## src/rtl/ralm_pkg.sv

```systemverilog
package ralm_pkg;

    // Index of each alarm request lane in the gate array
    localparam int unsigned LANE_RAI = 0;
    localparam int unsigned LANE_Y   = 1;
    localparam int unsigned N_LANES  = 2;

    // One alarm request lane: loss flag plus active-low automatic enable
    typedef struct packed {
        logic lost;
        logic auto_n;
    } lane_in_t;

    // Persistence timer result
    typedef struct packed {
        logic status;
        logic rise;
    } tmr_out_t;

    // Width of a counter that must reach th without wrapping
    function automatic int unsigned cnt_width(input int unsigned th);
        return (th < 2) ? 1 : $clog2(th + 1);
    endfunction

    // Request is wanted when the automatic enable is low and alignment is lost
    function automatic logic lane_wants(input lane_in_t l);
        return l.lost & ~l.auto_n;
    endfunction

endpackage

```

## src/rtl/ralm_req_gate.sv

```systemverilog
module ralm_req_gate
    import ralm_pkg::*;
#(
    parameter int unsigned N = N_LANES
) (
    input  logic              clk,
    input  logic              rst,
    input  lane_in_t [N-1:0]  lane_i,
    output logic     [N-1:0]  req_o
);

    for (genvar g = 0; g < N; g++) begin : g_lane
        logic req_q;
        always_ff @(posedge clk) begin
            if (rst) req_q <= 1'b0;
            else     req_q <= lane_wants(lane_i[g]);
        end
        assign req_o[g] = req_q;
    end

endmodule

```

## src/rtl/ralm_persist_tmr.sv

```systemverilog
module ralm_persist_tmr
    import ralm_pkg::*;
#(
    parameter int unsigned THRESH = 100,
    parameter bit          LEVEL  = 1'b0
) (
    input  logic     clk,
    input  logic     rst,
    input  logic     level_i,
    input  logic     prev_i,
    input  logic     tick_i,
    output tmr_out_t out_o
);

    localparam int unsigned CW = cnt_width(THRESH);
    localparam logic [CW-1:0] LIMIT = CW'(THRESH);

    logic [CW-1:0] cnt_q, cnt_d;
    logic          status_q, rise_q, status_d;
    logic          in_level, changed;

    assign in_level = (level_i == LEVEL);
    assign changed  = (level_i != prev_i);

    always_comb begin
        if (!in_level || changed)          cnt_d = '0;
        else if (tick_i && cnt_q < LIMIT)  cnt_d = cnt_q + 1'b1;
        else                               cnt_d = cnt_q;
        status_d = (cnt_d == LIMIT);
    end

    always_ff @(posedge clk) begin
        if (rst) begin
            cnt_q    <= '0;
            status_q <= 1'b0;
            rise_q   <= 1'b0;
        end else begin
            cnt_q    <= cnt_d;
            status_q <= status_d;
            rise_q   <= status_d & ~status_q;
        end
    end

    assign out_o.status = status_q;
    assign out_o.rise   = rise_q;

endmodule

```

## src/rtl/remote_alarm_tx.sv

```systemverilog
module remote_alarm_tx
    import ralm_pkg::*;
#(
    parameter int unsigned BAD_TICKS  = 100,
    parameter int unsigned GOOD_TICKS = 10
) (
    input  logic clk,
    input  logic rst,
    input  logic frm_lost_i,
    input  logic mfrm_lost_i,
    input  logic sig_ok_i,
    input  logic rai_auto_n_i,
    input  logic y_auto_n_i,
    input  logic ms_tick_i,
    output logic rai_req_o,
    output logic y_req_o,
    output logic bad_tmr_o,
    output logic good_tmr_o,
    output logic bad_evt_o,
    output logic good_evt_o
);

    lane_in_t [N_LANES-1:0] lanes;
    logic     [N_LANES-1:0] reqs;
    logic                   sig_prev_q;
    tmr_out_t               bad_t, good_t;

    assign lanes[LANE_RAI] = '{lost: frm_lost_i,  auto_n: rai_auto_n_i};
    assign lanes[LANE_Y]   = '{lost: mfrm_lost_i, auto_n: y_auto_n_i};

    ralm_req_gate #(.N(N_LANES)) u_gate (
        .clk    (clk),
        .rst    (rst),
        .lane_i (lanes),
        .req_o  (reqs)
    );

    // Shared history of the signal indication for change detection
    always_ff @(posedge clk) begin
        if (rst) sig_prev_q <= 1'b0;
        else     sig_prev_q <= sig_ok_i;
    end

    ralm_persist_tmr #(.THRESH(BAD_TICKS), .LEVEL(1'b0)) u_bad (
        .clk     (clk),
        .rst     (rst),
        .level_i (sig_ok_i),
        .prev_i  (sig_prev_q),
        .tick_i  (ms_tick_i),
        .out_o   (bad_t)
    );

    ralm_persist_tmr #(.THRESH(GOOD_TICKS), .LEVEL(1'b1)) u_good (
        .clk     (clk),
        .rst     (rst),
        .level_i (sig_ok_i),
        .prev_i  (sig_prev_q),
        .tick_i  (ms_tick_i),
        .out_o   (good_t)
    );

    assign rai_req_o  = reqs[LANE_RAI];
    assign y_req_o    = reqs[LANE_Y];
    assign bad_tmr_o  = bad_t.status;
    assign bad_evt_o  = bad_t.rise;
    assign good_tmr_o = good_t.status;
    assign good_evt_o = good_t.rise;

endmodule

```

## config.mk

```make
export PLATFORM = sky130hd
export DESIGN_NAME = remote_alarm_tx
export DESIGN_NICKNAME = d
export VERILOG_FILES = /design/src/rtl/ralm_pkg.sv /design/src/rtl/ralm_req_gate.sv /design/src/rtl/ralm_persist_tmr.sv /design/src/rtl/remote_alarm_tx.sv
export SDC_FILE = /design/constraint.sdc
export NUM_CORES = 1
export LEC_CHECK = 0
export CAP_MARGIN = 20
export CORE_MARGIN = 2
export CORE_UTILIZATION = 57
export CTS_CLUSTER_SIZE = 8
export DETAILED_ROUTE_END_ITERATION = 8
export HOLD_SLACK_MARGIN = 0.03
export MAX_ROUTING_LAYER = met4
export PLACE_DENSITY = 0.92
export SYNTH_ARGS = -nofsm -noshare
export SYNTH_HDL_FRONTEND = slang
export SYNTH_HIERARCHICAL = 1
export SYNTH_SLANG_ARGS = --single-unit
```

## constraint.sdc

```tcl
create_clock -name clk -period 3.3 [get_ports clk]
set_input_delay 0.495 -clock clk [delete_from_list [all_inputs] [get_ports clk]]
set_output_delay 0.495 -clock clk [all_outputs]
set_load 0.01 [all_outputs]
```

Word level (Yosys, flattened, before mapping)

Cells that the tools add are included.

Output and inout bits: 6
Bits of input ports: 8
Register bits after elaboration: 18
Logic and storage cells: 33

Add/subtract/negate cells: 2
Muxes and demuxes: 4
Order comparisons: 2
Bitwise operators: 8
Equality and inequality tests: 3
Reductions and logical operators: 5

Operators by type and width:

| kind                  | number |
|---|---|
| $mux W7               | 2 |
| $mux W4               | 2 |
| $add A7 B1 Y7 const B | 1 |
| $eq A7 B7 Y1 const B  | 1 |
| $lt A7 B7 Y1 const B  | 1 |
| $add A4 B1 Y4 const B | 1 |
| $and A1 B1 Y1         | 4 |
| $eq A4 B4 Y1 const B  | 1 |
| $lt A4 B4 Y1 const B  | 1 |
| $not A1 Y1            | 4 |
| $logic_and A1 B1 Y1   | 2 |
| $logic_or A1 B1 Y1    | 2 |
| $logic_not A1 Y1      | 1 |
| $ne A1 B1 Y1          | 1 |

Longest topological paths before layout

Gate-level depths: netlist of the first run.

Depth in word-level cells: 6
Depth in mapped cells: 5
Gate-level depth less buffers: 5

Hierarchy

Netlist of the first run, hierarchy kept.

Modules (own cells, without submodules):

| module                    | times used | sequential area each (um^2) | cells an instance | area an instance (um^2) |
|---|---|---|---|---|
| ralm_persist_tmr (u_bad)  | 1          | 180.2                       | 63                | 589.3 |
| ralm_persist_tmr (u_good) | 1          | 120.1                       | 33                | 315.3 |
| ralm_req_gate             | 1          | 40.0                        | 6                 | 80.1 |
| remote_alarm_tx           | 1          | 20.0                        | 2                 | 33.8 |

Worst setup path before layout of the first run

Ideal clock, no wire load.

Path kind: in2reg
From: in sig_ok_i
To: reg u_bad.rise_q
Buffers on the path: 1
Path slack: 1.770 ns
Setup time: 0.087 ns
Data arrival time: 1.443 ns
Data required time: 3.213 ns
Stages: 5
Path through: or3_4 -> buf_6 -> a31oi_2 -> nand4_1 -> nor4b_2

Longest elaborated chain between the ends: 5

RTL lines:

| what                   | line                   | source |
|---|---|---|
| start: declaration     | remote_alarm_tx.sv:11  | `input logic sig_ok_i,` |
| $ne A1 B1 Y1           | ralm_persist_tmr.sv:23 | `assign changed = (level_i != prev_i);` |
| $logic_or A1 B1 Y1 *   | ralm_persist_tmr.sv:26 | `if (!in_level \|\| changed) cnt_d = '0;` |
| $mux W7 *              | ralm_persist_tmr.sv:26 |  |
| $eq A7 B7 Y1 *         | ralm_persist_tmr.sv:29 | `status_d = (cnt_d == LIMIT);` |
| $and A1 B1 Y1 *        | ralm_persist_tmr.sv:40 | `rise_q <= status_d & ~status_q;` |
| end signal: assignment | ralm_persist_tmr.sv:40 |  |
| end: declaration       | ralm_persist_tmr.sv:19 | `logic status_q, rise_q, status_d;` |

Mark *: on every way between the ends. The rest lies on a longest branch, timed or not.
A chain may end at the register's enable or synchronous reset.

Worst setup path after layout of the first run

From: in ms_tick_i
To: reg u_bad.rise_q

Longest elaborated chain between the ends: 5

RTL lines:

| what                | line                   | source |
|---|---|---|
| start: declaration  | remote_alarm_tx.sv:14  | `input logic ms_tick_i,` |
| $logic_and A1 B1 Y1 | ralm_persist_tmr.sv:27 | `else if (tick_i && cnt_q < LIMIT) cnt_d = cnt_q + 1'b1;` |
| $mux W7             | ralm_persist_tmr.sv:27 |  |
| $mux W7             | ralm_persist_tmr.sv:26 |  |
| $eq A7 B7 Y1        | ralm_persist_tmr.sv:29 |  |
| $and A1 B1 Y1       | ralm_persist_tmr.sv:40 |  |

Every way passes these cells.

==> key figures, run 1 <==
Worst setup path
  – Crit-path max FO: 16
  – CP Class: in2reg
  – Critical Path AT: 2.19 ns
  – CP bufs+invs: 1
  – Crit-path leading delay family: simple AND/OR/NAND/NOR gates
  – Startpoint Class: input port
  – Slowest cell delay on critical path: 0.76 ns
  – Critical-path cell list: clkdlybuf4s50_1 > nand3_1 > nor4_2 > nor3_2 > nor4b_2
  – CP Capture Type: flop
  – Worst Path Required: 3.51 ns
  – Slowest CP cell: clkdlybuf4s50_1

Clock network
  – Post-CTS Resized: 0
  – H-tree depth: 1
  – Num CTS Buffers: 3
  – # hold bufs at CTS: 0
  – Clock Latency Late Sink: 0.29 ns
  – Setup Fix Bufs, Post-CTS: 0
  – CTS tree: done
  – Worst-path clk slew: 0.10 ns
  – CTS Buffer Depth: 2
  – Root buffer cell: clkbuf_4
  – Clock Sink Count: 18

Timing
  – Final hold viol count: 0
  – Fin Hold WS: 0.443 ns
  – Period utilisation layout: 60.2%
  – Worst clock skew: 0.00191 ns
  – RSZ-0062 raised after global routing: false
  – Setup TNS: 0 ns
  – Max-slew violations: 0
  – Rel. slew slack: 68.9%
  – Final min period: 1.99 ns
  – Setup Viol. Count Final: 0
  – Least-Margin Pin Slew: 0.464 ns
  – Max Clk Rate: 504 MHz

Logic synthesis
  – Mapped Area: 1020 um2
  – Synthesis Warnings: 6
  – Async S/R FF share, synth: 0%
  – Ys flop type: dfxtp_1
  – Post-synthesis sequential area ratio: 35.4%
  – Synth Instances: 104
  – Register bit total from synthesis: 18
  – EDFF count, synth: 0
  – Post-Syn Nets: 114
  – Netlist cell types: 48
  – Mean post-synth cell area: 9.79 um2

Final layout
  – Most frequent cells in the layout: dfxtp_1 (18), clkdlybuf4s50_1 (13), nor2_1 (9), nand2_1 (5), a21oi_1 (4)
  – Commonest non-fill, non-tap cell in the layout: dfxtp_1
  – Antenna diodes: 0
  – Layout net count: 121
  – Area grow syn2layout: 11.3%
  – Layout cells sized above 1: 19.1%
  – Footprint of the multi-input gates: 564 um2
  – # fillers: 143
  – Reg area: 360 um2

Global route
  – First-pass GRT wire length: 2970 um
  – Vias in the first global route: 737
  – Initial antenna violation count: 0
  – Remaining Overflow, GRT: 0
  – Tot GR Track Use: 19.9%
  – Largest net degree at the start of global routing: 17

Routing
  – DRT antenna net count: 0
  – DR DRC count: 0
  – TritonRoute pass-1 iters: 4
  – Via-to-Cell Ratio: 5.71
  – DRT iter0 DRCs: 20
  – Final wirelength: 1810 um
  – Via count: 771
  – DR WL/cell: 13.4 um

Floorplanning
  – Chip width: 46.3 um
  – Initial Utilization: 59.6%
  – Area of the die: 2140 um2
  – Die Ht: 46.3 um
  – Core Footprint: 1710 um2
  – Ports: 14
  – Site Rows: 15

Min path
  – Worst Hold Class: reg2reg

Placement
  – Hpwl dp: 1330 um
  – IO Port Bufs: 13
  – Final Wtd Congestion: 0.853

Power and ir drop
  – PD cells: 337 nW/um2
  – Max VDD drop: 199 uV
  – Pleak: 0.403 nW

Run
  – MaxCap Viol Count: 0

Outcome
  – Status: finished, final reports clean
==> state kept, by name, indices dropped and copies added (netlist names) <==
name / flops
u_bad/status_q: 1
u_bad/rise_q: 1
u_good/cnt_q: 4
u_good/rise_q: 1
u_bad/cnt_q: 7
u_good/status_q: 1
u_gate/g_lane.req_q: 2
sig_prev_q: 1
==> stage by stage <==
step                instance area, um2  setup WS, ns  util [%]  instances  total power [W]
floorplan                         1020          1.77         -        104         0.000243
global placement                  1100          1.11      64.2        131         0.000254
detailed placement                1100          1.04      64.2        131         0.000255
CTS                               1130          1.34      66.4        135         0.000390
global route                      1130          1.18      66.4        135         0.000404
finish                            1130          1.31      66.4        135         0.000382
==> logic make-up (layout without fill, tap and decap cells) <==
family | Yosys count | after routing | synth area share (%)
buf+inv | 14 | 20 | 9.21
fa+ha+maj | 2 | 2 | 2.46
simple gates | 42 | 42 | 30.5
xor+xnor | 3 | 3 | 2.58
flops | 18 | 18 | 35.4
compound gates | 25 | 25 | 19.9
==> layout make-up <==
type	count	share of cell area, %
Sequential cell	18	31.8
Inverter	3	0.993
Tap cell	25	2.76
Timing Repair Buffer	13	11.5
Multi-Input combinational cell	72	49.8
Clock buffer	4	3.20
==> report_power, final <==
part	internal [W]	total (W)	switching, W
logic	0.0000161	0.0000283	0.0000122
registers	0.000220	0.000222	0.00000219
clock network	0.0000672	0.000132	0.0000645
==> path summary, 6_finish.rpt <==
path	slack [ns]	endpoint	depth (start not counted)	from
max	1.31	u_bad/rise_q	5	ms_tick_i
min	0.44	u_good/rise_q	1	u_good/status_q
min reg2reg	0.44	u_good/rise_q	1	u_good/status_q
max reg2reg	1.71	u_bad/rise_q	5	u_bad/cnt_q[0]
==> layer usage <==
metal | GRT usage [%] | part of all wire (%)
met2 | 31.1 | 50
met3 | 3.53 | 2.9
met5 | - | 0
met1 | 24.5 | 46
met4 | 9.71 | 0.66
==> synth_stat cells, types with 2 or more instances <==
cell type   n  share of area [%]
a31oi_1     2                1.2
nor2_1      9                3.3
and2_2      2                1.5
nand3b_1    2                1.5
o21ai_0     3                1.5
buf_4       6                4.4
a21oi_1     4                2.0
inv_1       3                1.1
buf_6       2                2.2
xor2_1      2                1.7
nor3b_2     2                2.5
nand3_1     2               0.98
nand2_1     5                1.8
ha_1        2                2.5
o211ai_1    2                1.5
a41oi_1     2                1.7
nand4_1     2                1.2
and4bb_2    2                2.5
dfxtp_1    18                 35
buf_2       3                1.5
or3_1       2                1.2
(Power assumes the default switching activity.)
==> run 2: changes to the inputs <==
Settings changed: CORE_UTILIZATION 57 to 53, PLACE_DENSITY 0.92 to 0.87.
Clock period 3.3 ns to 2 ns, I/O delays scaled along.
==> run 2 against run 1 <==
Hold slack better by 0.0048 ns. Via count up 5.1%. Clock power up 67%. Non-clock buffer count up 3. Count of clock-buffer cells in the layout unchanged.
==> key figures, run 2 (synthesized netlist as in run 1, its figures left out) <==
Outcome
  – Status: finished, final reports clean

Final layout
  – Final instance area: 1160 um2
  – Largest reg by FF count: u_bad/cnt_q
  – Commonest non-fill, non-tap cell in the layout: dfxtp_1
  – Antenna diodes: 0
  – Layout net count: 124
  – Largest regs: u_bad/cnt_q x7, u_good/cnt_q x4, u_gate/g_lane.req_q x2
  – # fillers: 165
  – Layout cells sized above 1: 21.2%
  – Area grow syn2layout: 13.5%
  – Most frequent cells in the layout: dfxtp_1 (18), clkdlybuf4s50_1 (13), nor2_1 (9), nand2_1 (5), a21oi_1 (4)
  – Number of flip-flops under the largest register name: 7

Global route
  – Tot GR Track Use: 20.9%
  – First-pass GRT wire length: 3240 um
  – Initial antenna violation count: 0
  – Largest net degree at the start of global routing: 11
  – Remaining Overflow, GRT: 0
  – Vias in the first global route: 738

Worst setup path
  – R2R setup slack: 0.39 ns
  – CP Class: reg2reg
  – Slowest CP cell: dfxtp_1
  – R2R Path End: u_bad/rise_q
  – Slowest cell delay on critical path: 0.46 ns
  – Critical-path cell list: ha_1 > nand3_1 > nor4_4 > nor3_2 > nor4b_2
  – Reg2reg start: u_bad/cnt_q[0]
  – Crit-path max FO: 6
  – Startpoint Class: flop
  – CP Capture Type: flop
  – Critical Path AT: 1.82 ns
  – Worst Path Required: 2.21 ns
  – Worst R2R Path Depth: 5

Clock network
  – H-tree depth: 1
  – CTS tree: done
  – # hold bufs at CTS: 0
  – Num CTS Buffers: 3
  – Worst-path clk slew: 0.10 ns
  – Root buffer cell: clkbuf_4
  – Setup Fix Bufs, Post-CTS: 0
  – Clock Sink Count: 18
  – CTS Buffer Depth: 2
  – Post-CTS Resized: 0
  – Clock Latency Late Sink: 0.29 ns

Routing
  – Top Metal Used: met4
  – Via count: 810
  – Metal-1 WL: 887 um
  – Final wirelength: 1930 um
  – Metal3 WL: 73 um
  – DR WL/cell: 14.0 um
  – DRT iter0 DRCs: 15
  – DRT antenna net count: 0
  – Via-to-Cell Ratio: 5.87
  – DR DRC count: 0
  – TritonRoute pass-1 iters: 4
  – Met2 wire length: 955 um

Timing
  – Rel. slew slack: 76.7%
  – Max Clk Rate: 621 MHz
  – Final min period: 1.61 ns
  – Setup Viol. Count Final: 0
  – RSZ-0062 raised after global routing: false
  – Worst clock skew: 0.00290 ns
  – Final hold viol count: 0
  – Setup TNS: 0 ns
  – Least-Margin Pin Slew: 0.349 ns
  – Period utilisation layout: 80.5%
  – Max-slew violations: 0

Floorplanning
  – Core Footprint: 1760 um2
  – Site Rows: 15
  – Chip width: 47.8 um
  – Initial Utilization: 57.7%
  – Ports: 14
  – Die Ht: 47.8 um
  – Area of the die: 2290 um2

Power and ir drop
  – Pleak: 0.417 nW
  – Max VDD drop: 354 uV
  – PD cells: 552 nW/um2

Min path
  – Worst Hold Class: reg2reg
  – Hold Path End: u_good/rise_q
  – Beginning of the worst hold path: u_good/status_q
  – Hold Path Depth: 1

Placement
  – Post-DP Area: 1120 um2
  – IO Port Bufs: 13
  – Final Wtd Congestion: 0.869
  – Hpwl dp: 1550 um

Run
  – MaxCap Viol Count: 0
-- run 2: per-layer routing --
layer / up-vias / track usage (%)
met3: 2 / 4.53
li1: 407 / -
met4: 0 / 4.86
met5: - / -
met1: 379 / 26.5
met2: 22 / 33.9
-- run 2: cell type report --
class	count	area [um2]	area share, %
sequential	18	360	31.2
timing repair buffer	16	153	13.2
multi-input combinational	72	564	48.8
inverter	3	11.3	0.974
tap	25	31.3	2.71
clock buffer	4	36.3	3.14
-- run 2: worst max-delay path: cells and delay by family (launching register included) --
kind	cells	cell delay (ns)
and+or+nand+nor	4	0.86
DFF	1	0.46
adders and majority gates	1	0.20
-- run 2: through the flow --
step	hold WS (ns)	power [W]	utilization, %	cells	setup slack (ns)
after floorplan	0.364	0.000400	-	104	0.622
after global placement	0.432	0.000423	63.5	134	0.157
after detailed placement	0.431	0.000427	63.5	134	0.0983
after CTS	0.451	0.000642	65.5	138	0.394
after global routing	0.465	0.000668	65.5	138	0.268
final	0.448	0.000638	65.5	138	0.390
-- run 2: how the worst max path moves through the flow --
| stage | start | end | slack, ns |
|---|---|---|---|
| floorplan | u_bad/cnt_q[0] | u_bad/rise_q | 0.62 |
| global placement | ms_tick_i | u_good/rise_q | 0.16 |
| detailed placement | ms_tick_i | u_bad/rise_q | 0.1 |
| CTS | u_bad/cnt_q[0] | u_bad/rise_q | 0.39 |
| global route | u_bad/cnt_q[0] | u_bad/rise_q | 0.27 |
| finish | u_bad/cnt_q[0] | u_bad/rise_q | 0.39 |
-- run 2: power by group --
| group | total, W | switching (W) | internal, W |
|---|---|---|---|
| combinational | 0.0000526 | 0.0000222 | 0.0000304 |
| clock | 0.000220 | 0.000109 | 0.000111 |
| sequential | 0.000366 | 0.00000352 | 0.000362 |
==> run 3: changes to the inputs <==
Settings changed: CORE_UTILIZATION 53 to 47, PLACE_DENSITY 0.87 to 0.82.
Clock period 2 ns to 1.3 ns, I/O delays scaled along.
==> run 3 against run 2 <==
The flow now finishes with violations (negative setup slack). Highest routed layer unchanged. Power up 56%. Register-to-register slack worse by 0.52 ns. Critical path depth unchanged.
==> key figures, run 3 (synthesized netlist as in run 1, its figures left out) <==
Outcome
  – Status: finished with violations
  – Violated checks: negative setup slack

Global route
  – Vias in the first global route: 867
  – First-pass GRT wire length: 3780 um
  – Largest net degree at the start of global routing: 11
  – Tot GR Track Use: 20.2%
  – Remaining Overflow, GRT: 0
  – Initial antenna violation count: 0

Worst setup path
  – Crit-path max FO: 5
  – Critical-path cell list: buf_6 > o211ai_1 > a41o_1 > o2bb2ai_4 > nor4b_2
  – CP bufs+invs: 1
  – Crit-path leading delay family: compound AO/OA/AOI/OAI gates
  – CP Capture Type: flop
  – CP Class: reg2reg
  – Critical Path AT: 1.65 ns
  – Slowest CP cell: dfxtp_4
  – Worst Path Required: 1.51 ns
  – Slowest cell delay on critical path: 0.37 ns
  – Startpoint Class: flop

Final layout
  – Largest regs: u_bad/cnt_q x7, u_good/cnt_q x4, u_gate/g_lane.req_q x2
  – # fillers: 156
  – Final core occ: 71.2%
  – Antenna diodes: 0
  – Largest reg by FF count: u_bad/cnt_q
  – Layout net count: 143
  – Layout cells sized above 1: 47.7%
  – Commonest non-fill, non-tap cell in the layout: buf_4
  – Most frequent cells in the layout: buf_4 (20), dlygate4sd2_1 (9), nor2_1 (9), dfxtp_1 (8), dfxtp_2 (7)
  – Number of flip-flops under the largest register name: 7
  – Area grow syn2layout: 39.9%

Floorplanning
  – Initial Utilization: 50.9%
  – Core Footprint: 2000 um2
  – Site Rows: 16
  – Chip width: 50.6 um
  – Area of the die: 2560 um2
  – Ports: 14
  – Die Ht: 50.6 um

Clock network
  – Clock Sink Count: 18
  – CTS tree: done
  – H-tree depth: 1
  – # hold bufs at CTS: 0
  – Num CTS Buffers: 3
  – CTS Buffer Depth: 2
  – Root buffer cell: clkbuf_4
  – Clock Latency Late Sink: 0.29 ns
  – Worst-path clk slew: 0.10 ns

Placement
  – IO Port Bufs: 13
  – Final Wtd Congestion: 0.933
  – Hpwl dp: 1690 um

Power and ir drop
  – Pleak: 0.565 nW
  – PD cells: 700 nW/um2
  – Max VDD drop: 623 uV

Timing
  – Worst clock skew: 0.00194 ns
  – Setup Viol. Count Final: 3
  – Final min period: 1.43 ns
  – Final WS setup: -0.133 ns
  – Setup TNS: -0.275 ns
  – Final hold viol count: 0
  – Fin Hold WS: 0.308 ns
  – Max-slew violations: 0
  – Rel. slew slack: 74.2%
  – RSZ-0062 raised after global routing: true
  – Least-Margin Pin Slew: 0.388 ns
  – Period utilisation layout: 110%
  – Max Clk Rate: 698 MHz

Routing
  – DR WL/cell: 14.5 um
  – Via count: 885
  – DRT antenna net count: 0
  – DRT iter0 DRCs: 22
  – Via-to-Cell Ratio: 5.57
  – DR DRC count: 0
  – Final wirelength: 2310 um
  – TritonRoute pass-1 iters: 4

Run
  – MaxCap Viol Count: 0

Min path
  – Worst Hold Class: in2reg
-- run 3: through the flow --
| step | worst slack [ns] | instances | area, um2 | total power [W] |
|---|---|---|---|---|
| after floorplan | -0.0320 | 104 | 1040 | 0.000617 |
| after global placement | -0.443 | 152 | 1260 | 0.000665 |
| after detailed placement | -0.464 | 152 | 1260 | 0.000669 |
| after CTS | -0.109 | 158 | 1380 | 0.00101 |
| after global routing | -0.163 | 159 | 1430 | 0.00105 |
| final | -0.133 | 159 | 1430 | 0.000998 |
-- run 3: power by group --
part	internal (W)	switching, W
Sequential	0.000553	0.00000389
Clock	0.000171	0.000172
Combinational	0.0000560	0.0000431
Total	0.000779	0.000219
-- run 3: worst paths after layout --
check             startpoint       endpoint  slack, ns  cells past startpoint
max reg2reg   u_bad/cnt_q[2]   u_bad/rise_q      -0.13                      5
max           u_bad/cnt_q[2]   u_bad/rise_q      -0.13                      5
min                 sig_ok_i     sig_prev_q       0.31                      2
min reg2reg  u_good/status_q  u_good/rise_q       0.46                      1
-- run 3: what timing repair did --
item / in CTS / in global routing
setup buffers: 2 / 1
gates resized for setup: 27 / 8
endpoints found under the setup margin: 12 / 4
pin swaps: 13 / 9
-- run 3: area by class of cell --
type | count | area (um2) | share of cell area [%]
multi-input combinational | 72 | 672 | 47.1
sequential | 18 | 380 | 26.7
timing repair buffer | 35 | 292 | 20.5
clock buffer | 4 | 36.3 | 2.55
tap | 27 | 33.8 | 2.37
inverter | 3 | 11.3 | 0.790
-- run 3: layer usage --
metal | share of wire, % | vias to the layer above | GRT usage (%)
met5 | 0 | - | -
met4 | 2.5 | 0 | 7.21
met3 | 3.4 | 8 | 3.57
met2 | 55 | 30 | 37.7
met1 | 39 | 409 | 21.2
li1 | - | 438 | -
